===== src/rtl/reglp_pkg.sv =====
package reglp_pkg;
  typedef enum logic [1:0] {
    ST_MAIN = 2'd0,
    ST_LP   = 2'd1,
    ST_EXIT = 2'd2
  } reglp_state_t;

  localparam int ADDR_CTRL = 0;
  localparam int ADDR_STAT = 1;
  localparam int BIT_LP    = 0;
  localparam int BIT_FPD   = 1;
  localparam int BIT_FLAG  = 0;
  localparam int BIT_ERR   = 1;
endpackage


===== src/rtl/reglp_regs.sv =====
module reglp_regs
  import reglp_pkg::*;
#(
  parameter int ADDR_W = 2,
  parameter int DATA_W = 8
) (
  input  logic              clk,
  input  logic              rst,
  input  logic              wr_en,
  input  logic [ADDR_W-1:0] addr,
  input  logic [DATA_W-1:0] wdata,
  input  logic              clk_fast,
  input  reglp_state_t      state,
  input  logic              flag,
  output logic              lp_req,
  output logic              fpd_req,
  output logic [DATA_W-1:0] rdata
);
  logic              wr_ctrl;
  logic              lp_accept;
  logic              lp_q, fpd_q, err_q;
  logic [DATA_W-1:0] rd_mux, rdata_q;
  logic              unused_hi;

  assign wr_ctrl   = wr_en && (addr == ADDR_W'(ADDR_CTRL));
  assign unused_hi = ^wdata;

  // A set request is taken only from main mode at a slow clock, or kept in low-power mode
  assign lp_accept = wdata[BIT_LP] &&
                     (((state == ST_MAIN) && !clk_fast) || (state == ST_LP));

  always_comb begin
    rd_mux = '0;
    if (addr == ADDR_W'(ADDR_CTRL)) begin
      rd_mux[BIT_LP]  = lp_q;
      rd_mux[BIT_FPD] = fpd_q;
    end else if (addr == ADDR_W'(ADDR_STAT)) begin
      rd_mux[BIT_FLAG] = flag;
      rd_mux[BIT_ERR]  = err_q;
    end
  end

  always_ff @(posedge clk) begin
    if (rst) begin
      lp_q    <= 1'b0;
      fpd_q   <= 1'b0;
      err_q   <= 1'b0;
      rdata_q <= '0;
    end else begin
      if (wr_ctrl) begin
        lp_q  <= lp_accept;
        fpd_q <= wdata[BIT_FPD];
        err_q <= (state == ST_MAIN) && wdata[BIT_LP] && clk_fast;
      end
      rdata_q <= rd_mux;
    end
  end

  assign lp_req  = lp_q;
  assign fpd_req = fpd_q;
  assign rdata   = rdata_q;

  AST_REFUSE_FAST: assert property (@(posedge clk) disable iff (rst)
    (wr_ctrl && wdata[BIT_LP] && clk_fast && (state == ST_MAIN)) |=> (!lp_req && rdata_q == rdata_q && err_q));
  AST_EXIT_NO_REENTRY: assert property (@(posedge clk) disable iff (rst)
    (wr_ctrl && (state == ST_EXIT)) |=> (!lp_req && !err_q));
endmodule


===== src/rtl/reglp_wake_timer.sv =====
module reglp_wake_timer #(
  parameter int WAKE_CYC = 8
) (
  input  logic clk,
  input  logic rst,
  input  logic run,
  input  logic ready,
  output logic done
);
  localparam int CNT_W = (WAKE_CYC > 1) ? $clog2(WAKE_CYC) : 1;
  localparam logic [CNT_W-1:0] LAST = CNT_W'(WAKE_CYC - 1);

  logic [CNT_W-1:0] cnt_q;

  assign done = run && ready && (cnt_q == LAST);

  always_ff @(posedge clk) begin
    if (rst) begin
      cnt_q <= '0;
    end else if (!run || !ready || done) begin
      cnt_q <= '0;
    end else begin
      cnt_q <= cnt_q + 1'b1;
    end
  end

  AST_CNT_IDLE: assert property (@(posedge clk) disable iff (rst)
    !run |=> (cnt_q == '0));
endmodule


===== src/rtl/reglp_seq.sv =====
module reglp_seq
  import reglp_pkg::*;
(
  input  logic         clk,
  input  logic         rst,
  input  logic         lp_req,
  input  logic         fpd_req,
  input  logic         wake_done,
  input  logic         reg_ready,
  output reglp_state_t state,
  output logic         flag,
  output logic         reg_lp_sel,
  output logic         flash_pd
);
  reglp_state_t state_q, state_nxt;
  logic         sel_q, fpd_q, flag_q;

  always_comb begin
    state_nxt = state_q;
    case (state_q)
      ST_MAIN: if (lp_req)    state_nxt = ST_LP;
      ST_LP:   if (!lp_req)   state_nxt = ST_EXIT;
      ST_EXIT: if (wake_done) state_nxt = ST_MAIN;
      default:                state_nxt = ST_MAIN;
    endcase
  end

  always_ff @(posedge clk) begin
    if (rst) begin
      state_q <= ST_MAIN;
      sel_q   <= 1'b0;
      fpd_q   <= 1'b0;
      flag_q  <= 1'b0;
    end else begin
      state_q <= state_nxt;
      sel_q   <= (state_nxt == ST_LP);
      fpd_q   <= (state_nxt == ST_LP) && fpd_req;
      flag_q  <= (state_nxt != ST_MAIN);
    end
  end

  assign state      = state_q;
  assign flag       = flag_q;
  assign reg_lp_sel = sel_q;
  assign flash_pd   = fpd_q;

  AST_SEL_HAS_FLAG: assert property (@(posedge clk) disable iff (rst)
    reg_lp_sel |-> flag);
  AST_FPD_IN_LP: assert property (@(posedge clk) disable iff (rst)
    flash_pd |-> reg_lp_sel);
  AST_EXIT_KEEPS_FLAG: assert property (@(posedge clk) disable iff (rst)
    $fell(reg_lp_sel) |-> (flag && !flash_pd));
  AST_FLAG_CLEARS_ON_READY: assert property (@(posedge clk) disable iff (rst)
    $fell(flag) |-> $past(reg_ready));
endmodule


===== src/rtl/reglp_ctrl.sv =====
module reglp_ctrl
  import reglp_pkg::*;
#(
  parameter int ADDR_W   = 2,
  parameter int DATA_W   = 8,
  parameter int WAKE_CYC = 8
) (
  input  logic              clk,
  input  logic              rst,
  input  logic              bus_wr,
  input  logic [ADDR_W-1:0] bus_addr,
  input  logic [DATA_W-1:0] bus_wdata,
  output logic [DATA_W-1:0] bus_rdata,
  input  logic              clk_fast,
  input  logic              reg_ready,
  output logic              reg_lp_sel,
  output logic              flash_pd
);
  reglp_state_t state;
  logic         flag, lp_req, fpd_req, wake_done;

  reglp_regs #(.ADDR_W(ADDR_W), .DATA_W(DATA_W)) u_regs (
    .clk      (clk),
    .rst      (rst),
    .wr_en    (bus_wr),
    .addr     (bus_addr),
    .wdata    (bus_wdata),
    .clk_fast (clk_fast),
    .state    (state),
    .flag     (flag),
    .lp_req   (lp_req),
    .fpd_req  (fpd_req),
    .rdata    (bus_rdata)
  );

  reglp_wake_timer #(.WAKE_CYC(WAKE_CYC)) u_timer (
    .clk   (clk),
    .rst   (rst),
    .run   (state == ST_EXIT),
    .ready (reg_ready),
    .done  (wake_done)
  );

  reglp_seq u_seq (
    .clk        (clk),
    .rst        (rst),
    .lp_req     (lp_req),
    .fpd_req    (fpd_req),
    .wake_done  (wake_done),
    .reg_ready  (reg_ready),
    .state      (state),
    .flag       (flag),
    .reg_lp_sel (reg_lp_sel),
    .flash_pd   (flash_pd)
  );
endmodule


===== config.mk =====
export PLATFORM = sky130hd
export DESIGN_NAME = reglp_ctrl
export DESIGN_NICKNAME = d
export VERILOG_FILES = /design/src/rtl/reglp_pkg.sv /design/src/rtl/reglp_regs.sv /design/src/rtl/reglp_wake_timer.sv /design/src/rtl/reglp_seq.sv /design/src/rtl/reglp_ctrl.sv
export SDC_FILE = /design/constraint.sdc
export NUM_CORES = 1
export LEC_CHECK = 0
export BUFFER_PORTS_ARGS = -buffer_cell sky130_fd_sc_hd__clkbuf_2
export CORE_MARGIN = 1
export CORE_UTILIZATION = 32
export CTS_BUF_LIST = sky130_fd_sc_hd__clkbuf_16
export DETAILED_ROUTE_END_ITERATION = 12
export GPL_TIMING_DRIVEN = 0
export SKIP_LAST_GASP = 1
export SLEW_MARGIN = 0
export SYNTH_ARGS = -nofsm -noshare
export SYNTH_HDL_FRONTEND = slang
export SYNTH_SLANG_ARGS = --single-unit

===== constraint.sdc =====
create_clock -name clk -period 1.65 [get_ports clk]
set_input_delay 0.33 -clock clk [delete_from_list [all_inputs] [get_ports clk]]
set_output_delay 0.33 -clock clk [all_outputs]
set_load 0.05 [all_outputs]

==> metrics.yaml, run 1 <==
run_status: "completed"
cts_tree: "built"
yosysTopAreaCellShare_pct: 47.93
synth_edf_count: 0
path_clk_slew_ns: 0.04
gr-total-overflow: 0
coreArea_um2: 1541
leakagePower_nw: 0.3467
fin_ws_ns: 0.5067
syn-cell-area_um2: 543.0
setup_viol: 0
synthTopCellsByArea: "dfxtp_1, buf_4, mux2i_1"
layout_common_cells: "dfxtp_1, clkbuf_2, buf_4, conb_1, nor2_1"
cts_buffers: 3
period_share_pct: 69.29
setup.worst_path.end: "u_timer.cnt_q[0]"
routedWlPerCell_um: 9.567
grt_pass1_wl_um: 1414
via_count: 385
cpMostUsedCell: "ha_1"
io_buffers: 11
chipHeight_um: 43.20
num-fill-cells: 155
grt_pass1_vias: 360
hold_class: "input port to register"
yosysUniqueCellTypes: 21
crit-reg2reg-launch: "u_timer.cnt_q[0]"
dp_hpwl_um: 621.9
synth-seq-cells: 13
layout_commonest_cell: "dfxtp_1"
cap_violations: 0
ctsLongestPathBuffers: 2
critical_path.max_stage_delay_ns: 0.31
clockPowerShare_pct: 52.6
multi_input_area_um2: 241.5
cts_resized: 0
synth.yosys.warnings: 0
grt_usage_pct: 11.14
area_growth_pct: 31.80
fin_nets: 92
clkLatencyLatePin_ns: 0.24
async_flop_share_pct: 0
path_delay_family: "simple AND/OR/NAND/NOR gates"
cp.buffers_inverters: 0
p_int_mw: 0.6647
fin_setup_tns_ns: 0
ant_nets: 0
place.gp.congestion: 0.6458
worstPathArrival_ns: 1.32
crit_slowest_cell: "dfxtp_1"
antenna_found_initial: 0
worstSetupStartpoint: "u_timer.cnt_q[0]"
fin_crit_ns: 1.143
start_util_pct: 35.23
cts.sinks: 13
r2r_end: "u_timer.cnt_q[0]"
finalMaxSlewViolations: 0
dr.pass1.iters: 4
drtIter0Drc: 1
drc: 0
seqCellArea_um2: 260.3
wl_um: 861
cts_setup_buffers: 0
p_per_area_nw_per_um2: 1171
cp-end-kind: "register"
path_depth: 5
synth.avg_cell_area_um2: 10.06
required_ns: 1.82
vdd.ir_drop.worst_mv: 0.9035
p_switching_mw: 0.1736
crit_fanout: 3
path_class: "register to register"
power_frac_comb_pct: 9.0
avgViaCountPerCell: 4.278
rsz0062_at_grt: "no"
cts_hold_buf: 0
rrSetupSlack_ns: 0.51
ioPinCount: 25
yosysTopAreaCell: "dfxtp_1"
reg2reg_depth: 5
synthCells: 54
switching_share_pct: 20.71
yosysSeqAreaShare_pct: 47.93
pre_cts_slack_ns: 0.5111
fp-row-count: 14
grt_max_degree: 10
ys.flop_type: "dfxtp_1"
fmax_mhz: 874.7
cts_root_buffer: "clkbuf_16"
cts_htree_levels: 1
diodes: 0
die_x_um: 43.20
drive_gt1_share_pct: 31.08
finClkSkew_ns: 0.002013
seq_power_share_pct: 38.4
startpoint_type: "register"
cp_cell_sequence: "ha_1 > ha_1 > nor2_1 > and3_1 > nor2b_1"
hold_viol: 0
die_area_um2: 1866
[synth_stat cells (all sizes together), types with 2 or more instances]
cell type	count
dfxtp	13
mux2i	3
nor2b	3
and2	3
nor2	5
a21oi	2
buf	7
ha	2
nand2	3
nand2b	2
nor3	2
[state kept, by name, summed over array words and instances, names as in the netlist]
name / count
u_regs.rdata: 2
u_seq.flash_pd: 1
u_seq.reg_lp_sel: 1
u_seq.state: 2
u_regs.fpd_req: 1
u_timer.cnt_q: 3
u_regs.lp_req: 1
u_regs.err_q: 1
u_seq.flag: 1
[worst min path at each step]
stage                                start                to  slack, ns  cells past startpoint
final                                  rst    u_seq.state[1]       0.30                      2
after detailed placement  u_timer.cnt_q[0]  u_timer.cnt_q[0]       0.42                      1
after floorplan           u_timer.cnt_q[0]  u_timer.cnt_q[0]       0.40                      1
after global routing                   rst        u_seq.flag       0.31                      2
after CTS                              rst    u_seq.state[1]       0.30                      2
after global placement    u_timer.cnt_q[0]  u_timer.cnt_q[0]       0.41                      1
[metal layers]
layer | vias up | track usage (%) | part of all wire, %
met3 | 0 | 7.660 | 7.9
met5 | - | 0 | 0
met1 | 164 | 10.68 | 44
met4 | 0 | 3.636 | 0
met2 | 14 | 18.81 | 48
li1 | 207 | - | -
[power by group through the flow]
stage	logic [mW]	clock network, mW	registers (mW)
2_1_floorplan	0.0577	0	0.329
3_3_place_gp	0.0749	0	0.327
3_5_place_dp	0.0756	0	0.327
4_1_cts	0.0762	0.450	0.322
5_1_grt	0.0806	0.468	0.322
6_report	0.0759	0.441	0.322
[layout make-up]
type	count	share of cell area (%)
Tap cell	16	2.797
Clock buffer	3	10.49
Inverter	1	0.5245
Sequential cell	13	36.36
Multi-Input combinational cell	38	33.74
Timing Repair Buffer	11	7.692
Clock inverter	1	0.5245
Buffer	7	7.867
[cells by family after synthesis]
kind of cell               after synthesis  share of synthesized area, %
DFF                                     13                         47.93
buffers and inverters                    8                         11.06
and+or+nand+nor                         22                         24.19
other                                    1                        0.6906
adders and majority gates                2                         4.608
AOI/OAI and AO/OA                        5                         5.992
muxes                                    3                         5.530
[per-stage QoR]
| stage | cell area, µm² | power, mW | hold WS (ns) | instances | util, % |
|---|---|---|---|---|---|
| 2_1_floorplan | 561.8 | 0.3870 | 0.3984 | 59 | - |
| 3_3_place_gp | 636.9 | 0.4021 | 0.4097 | 86 | 41.31 |
| 3_5_place_dp | 636.9 | 0.4030 | 0.4166 | 86 | 41.31 |
| 4_1_cts | 715.7 | 0.8474 | 0.3023 | 90 | 46.43 |
| 5_1_grt | 715.7 | 0.8706 | 0.3126 | 90 | 46.43 |
| 6_report | 715.7 | 0.8383 | 0.3018 | 90 | 46.43 |
(Power assumes the default switching activity.)
==> run 2, diff against run 1 <==
--- a/config.mk
+++ b/config.mk
@@ -5,6 +5,7 @@
 export SDC_FILE = /design/constraint.sdc
 export NUM_CORES = 1
 export LEC_CHECK = 0
+export ABC_AREA = 1
 export BUFFER_PORTS_ARGS = -buffer_cell sky130_fd_sc_hd__clkbuf_2
 export CORE_MARGIN = 1
 export CORE_UTILIZATION = 32
==> constraint.sdc (replaced) <==
create_clock -name clk -period 1.2 [get_ports clk]
set_input_delay 0.24 -clock clk [delete_from_list [all_inputs] [get_ports clk]]
set_output_delay 0.24 -clock clk [all_outputs]
set_load 0.05 [all_outputs]
==> run 2 against run 1 <==
Area after synthesis is 5.1% higher. Die area up 4.8%. Sequential share of layout area decreased by 1.4 points.
==> metrics.yaml, run 2 <==
fin_crit_ns: 1.062  # -0.08090 ns
wl_um: 867  # +0.70%
start_util_pct: 36.19  # +0.96 points
fmax_mhz: 941.3  # +7.6%
p_int_mw: 0.9170  # +38%
largest_reg_flops: 3  # unchanged
required_ns: 1.37  # -0.45 ns
fin_nets: 108  # +17%
antenna_found_initial: 0  # unchanged
io_buffers: 11  # unchanged
dp_hpwl_um: 722.7  # +16%
place.gp.congestion: 0.7269  # +13%
yosysUniqueCellTypes: 21  # unchanged
switching_share_pct: 21.39  # +0.68 points
cp.buffers_inverters: 1  # +1
p_switching_mw: 0.2496  # +44%
path_delay_family: "adder cells"
ys.flop_type: "dfxtp_1"
startpoint_type: "register"
cp-end-kind: "register"
async_flop_share_pct: 0  # unchanged
grt_pass1_vias: 385  # +6.9%
cts_tree: "built"
synth.avg_cell_area_um2: 8.151  # -19%
synth.area.mux_share_pct: 0  # -5.5 points
clockPowerShare_pct: 52.4  # -0.2 points
num-fill-cells: 154  # -0.65%
p_per_area_nw_per_um2: 1567  # +34%
drtIter0Drc: 13  # +12
finClkSkew_ns: 0.005571  # +0.003559 ns
drive_gt1_share_pct: 32.22  # +1.1 points
cap_violations: 0  # unchanged
vdd.ir_drop.worst_mv: 1.003  # +11%
grt_max_degree: 10  # unchanged
synth-seq-cells: 13  # unchanged
path_clk_slew_ns: 0.05  # about the same
hold_class: "input port to register"
synth_top_family_by_area: "simple AND/OR/NAND/NOR gates"
crit_slowest_cell: "dfxtp_1"
grt_usage_pct: 11.15  # about the same
synthAdderAreaFrac_pct: 4.386  # -0.22 points
seq_power_share_pct: 38.0  # -0.4 points
period_share_pct: 88.53  # +19 points
critical_path.max_stage_delay_ns: 0.31  # about the same
power_frac_comb_pct: 9.6  # +0.6 points
synthTopCellsByCount: "dfxtp_1, nor2_1, nand2_1"
avgViaCountPerCell: 4.236  # -0.98%
cp_cell_sequence: "ha_1 > ha_1 > inv_1 > nand4_2 > nor2_1"
synth.yosys.warnings: 0  # unchanged
cpMostUsedCell: "ha_1"
fin_total_pwr_mw: 1.167  # +39%
cts_buffers: 3  # unchanged
syn-cell-area_um2: 570.5  # +5.1%
layout_common_cells: "dfxtp_1, nor2_1, clkbuf_2"
finalMaxSlewViolations: 0  # unchanged
area_growth_pct: 30.48
dr.pass1.iters: 6  # +2
hold_viol: 0  # unchanged
synth_xor_area_share_pct: 0  # unchanged
yosysTopAreaCell: "dfxtp_1"
die_area_um2: 1956  # +4.8%
crit_fanout: 3  # unchanged
routedWlPerCell_um: 8.179  # -15%
clkLatencyLatePin_ns: 0.24  # about the same
cts_resized: 0  # unchanged
path_class: "register to register"
diodes: 0  # unchanged
rsz0062_at_grt: "no"
synthSimpleGateAreaFrac_pct: 25.66  # +1.5 points
grt_pass1_wl_um: 1497  # +5.9%
ctsLongestPathBuffers: 2  # unchanged
cts_setup_buffers: 0  # unchanged
run_status: "completed"
synth_compound_area_share_pct: 7.895  # +1.9 points
synthCells: 70  # +30%
cts_hold_buf: 0  # unchanged
synth.most_common_cell: "dfxtp_1"
chipHeight_um: 44.23  # +2.4%
cts_root_buffer: "clkbuf_16"
fin_setup_tns_ns: 0  # unchanged
gr-total-overflow: 0  # unchanged
ioPinCount: 25  # unchanged
die_x_um: 44.23  # +2.4%
ant_nets: 0  # unchanged
coreArea_um2: 1577  # +2.3%
cts.sinks: 13  # unchanged
via_count: 449  # +17%
setup_viol: 0  # unchanged
synthTopCellsByArea: "dfxtp_1, buf_4, nor2_1"
largest_register: "u_timer.cnt_q"
yosysSeqAreaShare_pct: 45.61  # -2.3 points
layout_commonest_cell: "dfxtp_1"
yosysTopAreaCellShare_pct: 45.61  # -2.3 points
drc: 0  # unchanged
leakagePower_nw: 0.3507  # +1.2%
fp-row-count: 14  # unchanged
cts_htree_levels: 1  # unchanged
synth_edf_count: 0  # unchanged
worstPathArrival_ns: 1.23  # -0.09 ns
[run 2: final timing paths]
path / from / to / slack (ns) / cells after the start
worst max-delay path: u_timer.cnt_q[0] / u_timer.cnt_q[0] / 0.14 / 5
worst min-delay path: rst / u_regs.rdata[1] / 0.20 / 2
worst max register to register: u_timer.cnt_q[0] / u_timer.cnt_q[0] / 0.14 / 5
worst min register to register: u_timer.cnt_q[0] / u_timer.cnt_q[0] / 0.43 / 1
[run 2: cell type report]
class	instances	area [µm²]	share of cell area (%)
clock buffers	3	75.07	10.08
clock inverters	1	5.005	0.6723
plain buffers	7	56.30	7.563
repair buffers	11	55.05	7.395
inverters	9	33.78	4.538
well taps	16	20.02	2.689
flip-flops and latches	13	260.3	34.96
multi-input cells	46	239.0	32.10
[run 2: cell families after synthesis]
| logic type | after synthesis |
|---|---|
| adders and majority gates | 2 |
| AOI/OAI and AO/OA | 8 |
| and+or+nand+nor | 30 |
| buffers and inverters | 16 |
| other | 1 |
| DFF | 13 |
[run 2: power by group through the flow]
stage	combinational [mW]	clock (mW)	sequential, mW
floorplan	0.0856	0	0.454
global placement	0.110	0	0.451
detailed placement	0.111	0	0.451
CTS	0.111	0.627	0.443
global route	0.121	0.659	0.443
finish	0.112	0.612	0.443
[run 2: per-stage QoR]
stage / utilization (%) / hold slack [ns] / instances / cell area (µm²) / setup WS [ns]
after global routing: 47.22 / 0.2037 / 106 / 744.5 / 0.05329
after detailed placement: 42.14 / 0.4257 / 102 / 664.4 / 0.1339
final: 47.22 / 0.2025 / 106 / 744.5 / 0.1376
after CTS: 47.22 / 0.1991 / 106 / 744.5 / 0.1294
after floorplan: - / 0.3861 / 75 / 589.3 / 0.2268
after global placement: 42.14 / 0.4069 / 102 / 664.4 / 0.1775
[run 2: routing by layer]
metal  up-vias  GRT usage (%)  routed length, µm
met5         -              0                  0
met4         0          5.455                  0
met3         0          7.347                 57
met2        13          19.12                440
met1       187          10.03                369
li1        249              -                  -
